===== config.mk =====
export PLATFORM = sky130hd
export DESIGN_NAME = lcd_scan_sequencer
export DESIGN_NICKNAME = d
export VERILOG_FILES = /design/src/rtl/lcd_scan_pkg.sv /design/src/rtl/lcd_scan_timebase.sv /design/src/rtl/lcd_scan_colsel.sv /design/src/rtl/lcd_scan_drive.sv /design/src/rtl/lcd_scan_sequencer.sv
export SDC_FILE = /design/constraint.sdc
export NUM_CORES = 1
export LEC_CHECK = 0
export BUFFER_PORTS_ARGS = -buffer_cell sky130_fd_sc_hd__buf_2
export CORE_UTILIZATION = 40
export DETAILED_ROUTE_END_ITERATION = 8
export PLACE_DENSITY = 0.74
export SETUP_SLACK_MARGIN = 0.3
export SLEW_MARGIN = 20
export SYNTH_ARGS = -nofsm -noshare
export SYNTH_HDL_FRONTEND = slang
export SYNTH_SLANG_ARGS = --single-unit

===== constraint.sdc =====
create_clock -name clk -period 2.4 [get_ports clk]
set_input_delay 0.36 -clock clk [delete_from_list [all_inputs] [get_ports clk]]
set_output_delay 0.36 -clock clk [all_outputs]
set_load 0.01 [all_outputs]

===== src/rtl/lcd_scan_pkg.sv =====
package lcd_scan_pkg;

    localparam int BP_COUNT  = 4;
    localparam int WORD_BITS = 4;

    typedef enum logic [1:0] {
        MODE_STATIC  = 2'd0,
        MODE_DUPLEX  = 2'd1,
        MODE_TRIPLEX = 2'd2,
        MODE_QUAD    = 2'd3
    } scan_mode_e;

    typedef enum logic [1:0] {
        DRV_IDLE = 2'b00,
        DRV_OFF  = 2'b01,
        DRV_ON   = 2'b10
    } drv_code_e;

    typedef struct packed {
        scan_mode_e mode;
        logic       power_save;
        logic       enable;
        logic [1:0] blink;
        logic       blink_alt;
        logic       bank;
    } scan_cfg_t;

    localparam scan_cfg_t CFG_RESET = '{
        mode:       MODE_QUAD,
        power_save: 1'b0,
        enable:     1'b0,
        blink:      2'b00,
        blink_alt:  1'b0,
        bank:       1'b0
    };

    function automatic logic [1:0] last_row(scan_mode_e m);
        return m;
    endfunction

    function automatic logic can_swap(scan_mode_e m);
        return (m == MODE_STATIC) || (m == MODE_DUPLEX);
    endfunction

    // taps[0..2]: phase bits for the short, middle and long blink period
    function automatic logic blink_half(logic [1:0] sel, logic [2:0] taps);
        case (sel)
            2'd1:    return taps[0];
            2'd2:    return taps[1];
            2'd3:    return taps[2];
            default: return 1'b0;
        endcase
    endfunction

    function automatic logic blanked(scan_cfg_t c, logic [2:0] taps);
        return !c.enable ||
               (!(c.blink_alt && can_swap(c.mode)) && blink_half(c.blink, taps));
    endfunction

    function automatic logic [1:0] word_bit(scan_cfg_t c, logic [1:0] row, logic [2:0] taps);
        logic flip;
        logic hi;
        flip = c.blink_alt && blink_half(c.blink, taps);
        hi   = can_swap(c.mode) && (c.bank ^ flip);
        case (c.mode)
            MODE_STATIC: return {hi, 1'b0};
            MODE_DUPLEX: return {hi, row[0]};
            default:     return row;
        endcase
    endfunction

    function automatic logic bp_selected(scan_mode_e m, logic [1:0] idx, logic [1:0] row);
        case (m)
            MODE_STATIC:  return 1'b1;
            MODE_DUPLEX:  return idx[0] == row[0];
            MODE_TRIPLEX: return (idx == 2'd3) ? (row == 2'd1) : (idx == row);
            default:      return idx == row;
        endcase
    endfunction

endpackage


===== src/rtl/lcd_scan_timebase.sv =====
module lcd_scan_timebase
    import lcd_scan_pkg::*;
#(
    parameter int DIV_NORM   = 2880,
    parameter int DIV_PS     = 480,
    parameter int BLINK_BASE = 32
) (
    input  logic       clk,
    input  logic       rst,
    input  scan_cfg_t  cfg_in,
    input  logic       sync_in,
    output scan_cfg_t  cfg_q,
    output scan_cfg_t  cfg_nxt,
    output logic [1:0] row,
    output logic [1:0] row_nxt,
    output logic [2:0] taps,
    output logic [2:0] taps_nxt,
    output logic       slot_end,
    output logic       frame_par,
    output logic       sync_out
);
    localparam int DIV_MAX = (DIV_NORM > DIV_PS) ? DIV_NORM : DIV_PS;
    localparam int CW      = $clog2(DIV_MAX);
    localparam int LB      = $clog2(BLINK_BASE);
    localparam int BCW     = LB + 2;

    logic [CW-1:0]  cnt;
    logic [CW-1:0]  slot_len_m1;
    logic [CW-1:0]  len_tab [8];
    logic [BCW-1:0] bcnt;
    logic [BCW-1:0] bcnt_inc;
    logic           at_last;
    logic           realign;
    logic           frame_end;

    // slot length per {power_save, mode}
    for (genvar g = 0; g < 8; g++) begin : g_len
        localparam int DIV = (g >= 4) ? DIV_PS : DIV_NORM;
        assign len_tab[g] = CW'(DIV / ((g % 4) + 1) - 1);
    end

    always_comb begin
        slot_len_m1 = len_tab[{cfg_q.power_save, cfg_q.mode}];
        at_last     = (row == last_row(cfg_q.mode));
        sync_out    = at_last && (cnt == '0);
        realign     = sync_in && !sync_out;
        slot_end    = (cnt == slot_len_m1) && !realign;
        frame_end   = slot_end && at_last;
        bcnt_inc    = bcnt + BCW'(1);
        taps        = {bcnt[LB+1], bcnt[LB], bcnt[LB-1]};
        cfg_nxt     = at_last ? cfg_in : cfg_q;
        taps_nxt    = at_last ? {bcnt_inc[LB+1], bcnt_inc[LB], bcnt_inc[LB-1]} : taps;
        row_nxt     = at_last ? 2'd0 : row + 2'd1;
    end

    always_ff @(posedge clk) begin
        if (rst) begin
            cnt       <= '0;
            row       <= 2'd0;
            bcnt      <= '0;
            frame_par <= 1'b0;
            cfg_q     <= CFG_RESET;
        end else if (realign) begin
            row <= last_row(cfg_q.mode);
            cnt <= CW'(1);
        end else if (slot_end) begin
            cnt <= '0;
            if (at_last) begin
                row       <= 2'd0;
                frame_par <= !frame_par;
                bcnt      <= bcnt_inc;
                cfg_q     <= cfg_in;
            end else begin
                row <= row + 2'd1;
            end
        end else begin
            cnt <= cnt + CW'(1);
        end
    end

    assert_row_in_mode_R2: assert property (@(posedge clk) disable iff (rst)
        row <= last_row(cfg_q.mode));
    assert_slot_bound_R2: assert property (@(posedge clk) disable iff (rst)
        cnt <= slot_len_m1);
    assert_sync_single_R12: assert property (@(posedge clk) disable iff (rst)
        sync_out |=> !sync_out);
    assert_parity_flip_R11: assert property (@(posedge clk) disable iff (rst)
        frame_end |=> (frame_par != $past(frame_par)));
    assert_parity_hold_R11: assert property (@(posedge clk) disable iff (rst)
        !frame_end |=> $stable(frame_par));
    assert_cfg_hold_R13: assert property (@(posedge clk) disable iff (rst)
        !frame_end |=> $stable(cfg_q));

endmodule


===== src/rtl/lcd_scan_colsel.sv =====
module lcd_scan_colsel
    import lcd_scan_pkg::*;
#(
    parameter int NSEG = 24
) (
    input  logic                      clk,
    input  logic                      rst,
    input  logic [NSEG*WORD_BITS-1:0] ram_words,
    input  scan_cfg_t                 cfg_nxt,
    input  logic [1:0]                row_nxt,
    input  logic [2:0]                taps_nxt,
    input  logic                      slot_end,
    output logic [NSEG-1:0]           latch
);
    logic [1:0]      bit_idx;
    logic [NSEG-1:0] col_next;
    logic [NSEG-1:0] shadow;

    assign bit_idx = word_bit(cfg_nxt, row_nxt, taps_nxt);

    for (genvar j = 0; j < NSEG; j++) begin : g_col
        logic [WORD_BITS-1:0] word;
        assign word        = ram_words[WORD_BITS*j +: WORD_BITS];
        assign col_next[j] = word[bit_idx];
    end

    always_ff @(posedge clk) begin
        if (rst) begin
            shadow <= '0;
            latch  <= '0;
        end else begin
            shadow <= col_next;
            if (slot_end) begin
                latch <= shadow;
            end
        end
    end

    assert_latch_hold_R10: assert property (@(posedge clk) disable iff (rst)
        !slot_end |=> $stable(latch));

endmodule


===== src/rtl/lcd_scan_drive.sv =====
module lcd_scan_drive
    import lcd_scan_pkg::*;
#(
    parameter int NSEG = 24
) (
    input  scan_cfg_t             cfg,
    input  logic [2:0]            taps,
    input  logic [1:0]            row,
    input  logic [NSEG-1:0]       latch,
    output logic                  blank,
    output logic [BP_COUNT*2-1:0] bp_drv,
    output logic [NSEG*2-1:0]     seg_drv
);
    assign blank = blanked(cfg, taps);

    for (genvar i = 0; i < BP_COUNT; i++) begin : g_bp
        logic sel;
        assign sel             = bp_selected(cfg.mode, 2'(i), row);
        assign bp_drv[2*i +: 2] = blank ? DRV_IDLE : (sel ? DRV_ON : DRV_OFF);
    end

    for (genvar j = 0; j < NSEG; j++) begin : g_seg
        assign seg_drv[2*j +: 2] = blank ? DRV_IDLE : (latch[j] ? DRV_ON : DRV_OFF);
    end

endmodule


===== src/rtl/lcd_scan_sequencer.sv =====
module lcd_scan_sequencer
    import lcd_scan_pkg::*;
#(
    parameter int NSEG       = 24,
    parameter int DIV_NORM   = 2880,
    parameter int DIV_PS     = 480,
    parameter int BLINK_BASE = 32
) (
    input  logic                  clk,
    input  logic                  rst,
    input  logic [1:0]            cfg_mode,
    input  logic                  cfg_power_save,
    input  logic                  cfg_enable,
    input  logic [1:0]            cfg_blink,
    input  logic                  cfg_blink_alt,
    input  logic                  cfg_bank,
    input  logic [NSEG*4-1:0]     ram_words,
    input  logic                  sync_in,
    output logic                  sync_out,
    output logic [1:0]            row_idx,
    output logic [7:0]            bp_drv,
    output logic [NSEG*2-1:0]     seg_drv,
    output logic                  frame_parity,
    output logic [NSEG-1:0]       col_latch
);
    scan_cfg_t  cfg_in;
    scan_cfg_t  cfg_q;
    scan_cfg_t  cfg_nxt;
    logic [1:0] row_nxt;
    logic [2:0] taps;
    logic [2:0] taps_nxt;
    logic       slot_end;
    logic       blank;

    always_comb begin
        cfg_in.mode       = scan_mode_e'(cfg_mode);
        cfg_in.power_save = cfg_power_save;
        cfg_in.enable     = cfg_enable;
        cfg_in.blink      = cfg_blink;
        cfg_in.blink_alt  = cfg_blink_alt;
        cfg_in.bank       = cfg_bank;
    end

    lcd_scan_timebase #(
        .DIV_NORM  (DIV_NORM),
        .DIV_PS    (DIV_PS),
        .BLINK_BASE(BLINK_BASE)
    ) u_timebase (
        .clk      (clk),
        .rst      (rst),
        .cfg_in   (cfg_in),
        .sync_in  (sync_in),
        .cfg_q    (cfg_q),
        .cfg_nxt  (cfg_nxt),
        .row      (row_idx),
        .row_nxt  (row_nxt),
        .taps     (taps),
        .taps_nxt (taps_nxt),
        .slot_end (slot_end),
        .frame_par(frame_parity),
        .sync_out (sync_out)
    );

    lcd_scan_colsel #(.NSEG(NSEG)) u_colsel (
        .clk      (clk),
        .rst      (rst),
        .ram_words(ram_words),
        .cfg_nxt  (cfg_nxt),
        .row_nxt  (row_nxt),
        .taps_nxt (taps_nxt),
        .slot_end (slot_end),
        .latch    (col_latch)
    );

    lcd_scan_drive #(.NSEG(NSEG)) u_drive (
        .cfg    (cfg_q),
        .taps   (taps),
        .row    (row_idx),
        .latch  (col_latch),
        .blank  (blank),
        .bp_drv (bp_drv),
        .seg_drv(seg_drv)
    );

    assert_disabled_idle_R7: assert property (@(posedge clk) disable iff (rst)
        !cfg_q.enable |-> (bp_drv == '0 && seg_drv == '0));
    assert_static_bp_same_R8: assert property (@(posedge clk) disable iff (rst)
        (cfg_q.mode == MODE_STATIC) |->
        (bp_drv[1:0] == bp_drv[3:2] && bp_drv[3:2] == bp_drv[5:4] && bp_drv[5:4] == bp_drv[7:6]));
    assert_triplex_dup_R8: assert property (@(posedge clk) disable iff (rst)
        (cfg_q.mode == MODE_TRIPLEX) |-> (bp_drv[7:6] == bp_drv[3:2]));
    assert_quad_one_select_R8: assert property (@(posedge clk) disable iff (rst)
        (cfg_q.mode == MODE_QUAD && !blank) |->
        ($countones({bp_drv[7], bp_drv[5], bp_drv[3], bp_drv[1]}) == 1));

endmodule


After elaboration in Yosys (flattened, before gate mapping)
Memories as Yosys holds them, arrays and structs flattened.
Index checks and enable logic that the tools add are counted.
- muxes and demuxes: 120
- $mul: 0
- equal/unequal tests: 15
- shift-type cells: 0
- divide/modulo/power cells: 0
- magnitude comparators: 2
- reduce and logical (&&, ||, !) cells: 23
- add/sub/neg operators: 3
- bitwise operators: 4
- operator list (operator ; count):
    $mux W2 ; 59
    $bmux W1 S2 ; 24
    $mux W1 ; 26
    $mux W12 ; 2
    $add A12 B1 Y12 const B ; 1
    $eq A12 B12 Y1 ; 1
    $logic_not A12 Y1 ; 1
    $eq A2 B1 Y1 const B ; 5
    $eq A2 B2 Y1 const B ; 5
    $pmux W1 S3 ; 3
    $mux W8 ; 1
    $add A7 B1 Y7 const B ; 1
    $logic_and A1 B1 Y1 ; 7
    $logic_not A2 Y1 ; 3
    $pmux W1 S2 ; 3
    $logic_not A1 Y1 ; 5
    $eq A2 B2 Y1 const A ; 2
    $ge A4 B4 Y1 const B ; 1
    $not A3 Y4 ; 1
    $pmux W2 S2 ; 1
    $logic_or A1 B1 Y1 ; 3
    $lt A2 B3 Y1 const B ; 1
    $mux W3 ; 1
    $reduce_and A3 Y1 ; 1
    8 further kinds ; 9
- latch bits: 0
- output and inout bits: 84
- bits in registers: 78
- memories: 1
- ROM bits: 96
- RAM bits: 0
- memory list (memory ; words ; width ; read ports ; clocked after Yosys merged registers in ; write ports ; line ; source):
    (no name shown) ; 8 ; 12 ; 1 ; 0 ; 0 ; lcd_scan_timebase.sv:43 ; slot_len_m1 = len_tab[{cfg_q.power_save, cfg_q.mode}];

Logic depth before layout (Yosys ltp)
- depth after elaboration: 10
- gate-level depth with buffers: 10
- depth with buffers taken out: 7

Modules after synthesis
From an unflattened synthesis, not the netlist that was laid out.
- cells, all modules: 547
- area, all modules: 4894.7 um^2
- modules (own cells, without submodules) (module ; times used ; cells an instance ; area each (um^2) ; seq. area each (um^2)):
    lcd_scan_colsel ; 1 ; 225 ; 2459.9 ; 960.9
    lcd_scan_timebase ; 1 ; 238 ; 1920.6 ; 600.6
    lcd_scan_drive ; 1 ; 84 ; 514.2 ; 0.0

Worst setup path before layout
Ideal clock, no wire load.
- path kind: register to output
- from: reg, netlist name u_timebase.cfg_q[7]
- to: out seg_drv[0]
- data required time: 2.040 ns
- arrival: 2.053 ns
- path buffers: 3
- setup slack: -0.013 ns
- cell stages (with the launch flop): 7
- cells stage by stage: dfxtp_1 -> buf_4 -> clkbuf_1 -> o22ai_1 -> o31ai_1 -> clkbuf_1 -> nor2_1
- word-level cells in the longest chain between the ends: 7
- ends and longest elaborated chain (element ; line ; source):
    $eq A2 B1 Y1 / $logic_not A2 Y1 (equally long branches) ; lcd_scan_pkg.sv:42 ; return (m == MODE_STATIC) || (m == MODE_DUPLEX);
    $logic_or A1 B1 Y1 * ; lcd_scan_pkg.sv:42 ;
    $logic_and A1 B1 Y1 * ; lcd_scan_pkg.sv:57 ; (!(c.blink_alt && can_swap(c.mode)) && blink_half(c.blink, taps));
    $logic_not A1 Y1 * ; lcd_scan_pkg.sv:57 ;
    $logic_and A1 B1 Y1 * ; lcd_scan_pkg.sv:57 ;
    $logic_or A1 B1 Y1 * ; lcd_scan_pkg.sv:56 ; return !c.enable ||
    $mux W2 * ; lcd_scan_drive.sv:23 ; assign seg_drv[2*j +: 2] = blank ? DRV_IDLE : (latch[j] ? DRV_ON : DRV_OFF);
    end, declared ; lcd_scan_sequencer.sv:22 ; output logic [NSEG*2-1:0] seg_drv,
Mark *: on every way between the ends. The rest lies on a longest branch, timed or not.

Final worst setup path
- from: reg, netlist name u_timebase.cfg_q[7]
- to: reg u_timebase.row[1]
- word-level cells in the longest chain between the ends: 7
- ends and longest elaborated chain (element ; line ; source):
    $not A3 Y4 (not written as such) / $eq A2 B2 Y1 (equally long branches) ; lcd_scan_timebase.sv:43, lcd_scan_timebase.sv:44 ;
    $mem_v2 Z8 W12 / $logic_and A1 B1 Y1 (equally long branches) ; -- ;
    $mux W12 (not written as such) / $logic_not A1 Y1 (equally long branches) ; lcd_scan_timebase.sv:43, lcd_scan_timebase.sv:46 ;
    $mux W12 (not written as such) / $logic_and A1 B1 Y1 (equally long branches) ; lcd_scan_timebase.sv:43, lcd_scan_timebase.sv:46 ;
    $eq A12 B12 Y1 / $logic_not A1 Y1 (equally long branches) ; lcd_scan_timebase.sv:47 ; slot_end = (cnt == slot_len_m1) && !realign;
    $logic_and A1 B1 Y1 ; lcd_scan_timebase.sv:47 ;
    $reduce_bool A2 Y1 (no line) ; -- ;
    end signal, assigned ; lcd_scan_timebase.sv:64 ; row <= last_row(cfg_q.mode);
    end signal, assigned ; lcd_scan_timebase.sv:74 ; row <= row + 2'd1;
    end, declared ; lcd_scan_timebase.sv:14 ; output logic [1:0] row,
Parallel ways exist; a longest one is shown, timed or not. The select of a mux whose other input is x is not followed.
A chain may end at the register's enable or synchronous reset.

==> flow_summary_export.csv <==
group,metric,value,unit
yosys,ys_warn_count,0,
route,drt-total-wl,19700,um
layout,finish.utilization,68.5,%
timing,holdWs,299,ps
yosys,async_reset_ff_share,0,%
placed_design,dp_slack,-33.5,ps
timing,min_period_over_period,106,%
cts,clkTransAtPathRegs,70,ps
pwr,power,3.46,mW
cts,tritoncts,"done",
status,violations,"DRC, setup timing",
global_route,grt_use_total,24.9,%
timing,setup_ws,-147,ps
global_route,top_usage_layer,"met2",
status,status,"finished with violations",
layout,antenna_cells,0,
global_route,antenna_found_initial,0,
cts,insertion_delay,340,ps
layout,drive_gt1_share,52.5,%
route,vias,5742,
layout,fin_nets,927,
global_route,grt_pass1_wl,25000,um
worst_hold_path,min_to,"u_timebase.cfg_q[5]",
cts,cts.sinks,78,
cts,cts_hold_buf,0,
route,routed_via_density,5.97,
worst_hold_path,hold_path.class,"in -> reg",
global_route,grt_pass1_vias,5109,
timing,rsz0062_at_grt,"yes",
setup_path,slowest_delay,470,ps
pwr,vdd_drop_max,0.387,mV
run,max_cap_viol_count,0,
placed_design,port_buffers,190,
die,die_h,112,um
timing,fmax,393,MHz
cts,cts-buffers-inserted,9,
yosys,synth_common_cells,"nor2_1, dfxtp_1, mux2i_1",
setup_path,rrSetupSlack,-150,ps
layout,regArea,0.00158,mm^2
timing,hold_viol,0,
pwr,power_density,436,mW/mm^2
yosys,synth_area,0.00480,mm^2
timing,slew_headroom,72.5,%
cts,cts-root-buf,"clkbuf_16",
route,drt-pass1-iter-count,9,
setup_path,r2r_cells,8,
die,coreArea,0.0116,mm^2
timing,finalMaxSlewViolations,0,
global_route,grt_overflow,0,
setup_path,path_class,"reg -> reg",
layout,fillers,743,
route,wl_per_cell,20.4,um
yosys,synth-edff-count,0,
yosys,yosysMostFrequentCell,"nor2_1",
timing,max_slew.worst_pin.slew,411,ps
setup_path,timing.rr.end,"u_timebase.row[1]",
die,dieWidth,112,um
timing,min_period,2550,ps
setup_path,crit_path_end_kind,"register",
setup_path,worst_r2r_startpoint,"u_timebase.cfg_q[7]",
yosys,synth_top_area_share,32.5,%
die,dieArea,0.0124,mm^2
setup_path,cp_max_fo,8,
route,detail-route-antenna-nets,0,
yosys,postSynthAreaPerCell,8.15,um^2
die,io_pins,191,
yosys,seq_area_frac_synth,32.5,%
placed_design,gp_congestion,0.881,
yosys,ys.flop_type,"dfxtp_1",
route,drtIter0Drc,466,
timing,clock_skew,7.99,ps
setup_path,crit_chain,"mux2i_4 -> xnor2_2 -> or4_4 -> nor4_4 -> buf_6 -> buf_8 -> nand3_2 -> a311oi_2",
placed_design,placed_cell_area,0.00619,mm^2
yosys,yosysUniqueCellTypes,61,
layout,area_growth,65.1,%
placed_design,hpwlAfterDp,10500,um
yosys,synth_area_leader_cell,"dfxtp_1",
setup_path,cp.arrival,2790,ps
route,drc,1,
global_route,gr-usage-met1,28.9,%
layout,multi_input_area,0.00368,mm^2
setup_path,crit_required,2640,ps
cts,htree_levels,3,
setup_path,cp-start-kind,"register",
worst_hold_path,whs_path_depth,3,
yosys,ys_ff_latch,78,
worst_hold_path,hold_start,"cfg_power_save",
global_route,use_met2,44.3,%
timing,setup_tns,-2030,ps
yosys,synth_nets,702,
placed_design,dp.cells,910,
pwr,leakagePower,3.43,nW
layout,design_area,0.00793,mm^2
die,row_count,39,
global_route,grt_max_degree,39,
setup_path,crit_slowest_cell,"or4_4",
global_route,use_met3,4.08,%
yosys,synthCells,589,
yosys,ys_top_cells_by_area,"dfxtp_1, mux2i_1, nor2_1, mux2_2, a21oi_1",
timing,finalSetupViolations,42,
cts,clock_path_buffers,2,
layout,stdcell_count,962,
die,start_util,41.5,%
state kept, by name, indices dropped and copies added, names as in the netlist:
| signal | count |
|---|---|
| u_colsel.latch | 24 |
| u_colsel.shadow | 24 |
| u_timebase.bcnt | 7 |
| u_timebase.cfg_q | 8 |
| u_timebase.cnt | 12 |
| u_timebase.frame_par | 1 |
| u_timebase.row | 2 |
where the power goes:
part / total [mW] / switching, mW / internal (mW)
Sequential: 1.39 / 0.0397 / 1.35
Combinational: 0.643 / 0.301 / 0.342
Clock: 1.42 / 0.605 / 0.815
Total: 3.46 / 0.945 / 2.51
logic make-up after synthesis:
group	share of synthesized area (%)
compound gates	16.5
buf+inv	5.71
simple gates	23.6
flops	32.5
mux	16.7
xor+xnor	3.47
fa+ha+maj	1.56
routing by layer:
| layer | wire [um] | vias to the layer above |
|---|---|---|
| li1 | - | 2543 |
| met1 | 7030 | 2713 |
| met2 | 9780 | 389 |
| met3 | 1470 | 97 |
| met4 | 1370 | 0 |
| met5 | 0 | - |
how the worst max path moves through the flow:
stage / start / to / slack [ps] / depth (start not counted)
floorplan: u_timebase.cfg_q[7] / u_colsel.shadow[10] / 160 / 8
global placement: u_timebase.cfg_q[6] / u_timebase.row[0] / -3 / 7
detailed placement: u_timebase.cfg_q[7] / u_timebase.row[0] / -30 / 7
CTS: u_timebase.cfg_q[7] / u_timebase.row[0] / 120 / 8
global route: u_timebase.cfg_q[7] / u_timebase.row[1] / -170 / 8
finish: u_timebase.cfg_q[7] / u_timebase.row[1] / -150 / 8
worst max-delay path, delay by kind of cell, from the launching register on:
family,cells,cell delay [ps]
DFF,1,460
buffers and inverters,2,310
muxes,1,350
AOI/OAI and AO/OA,1,260
xor gates and xnor gates,1,120
and+or+nand+nor,3,940
placed cells by master (no fill, tap or decap), drive strengths merged, types with 4 or more instances in the layout:
cell type	n
o211ai	4
o21ai	33
buf	261
nand4	6
nor2	95
inv	13
o31ai	9
nand2b	5
and3	10
a21oi	47
xor2	10
clkbuf	13
mux2i	52
mux2	25
nand2	10
and2	26
xnor2	9
ha	6
dfxtp	78
nand3	43
cell type report:
type / instances / share of cell area, %
inverter: 11 / 0.521
clock inverter: 6 / 0.884
tap: 143 / 2.26
multi-input combinational: 450 / 46.5
timing repair buffer: 264 / 27.0
clock buffer: 10 / 2.89
sequential: 78 / 20.0
timing repair:
| item | 4_1_cts | 5_1_grt |
|---|---|---|
| pin swaps | 34 | 8 |
| cloned | 8 | 5 |
| endpoints found under the setup margin | 132 | 134 |
| gates resized for setup | 61 | 182 |
| buffers inserted | 18 | 5 |
Power figures use the tool's default switching activity.
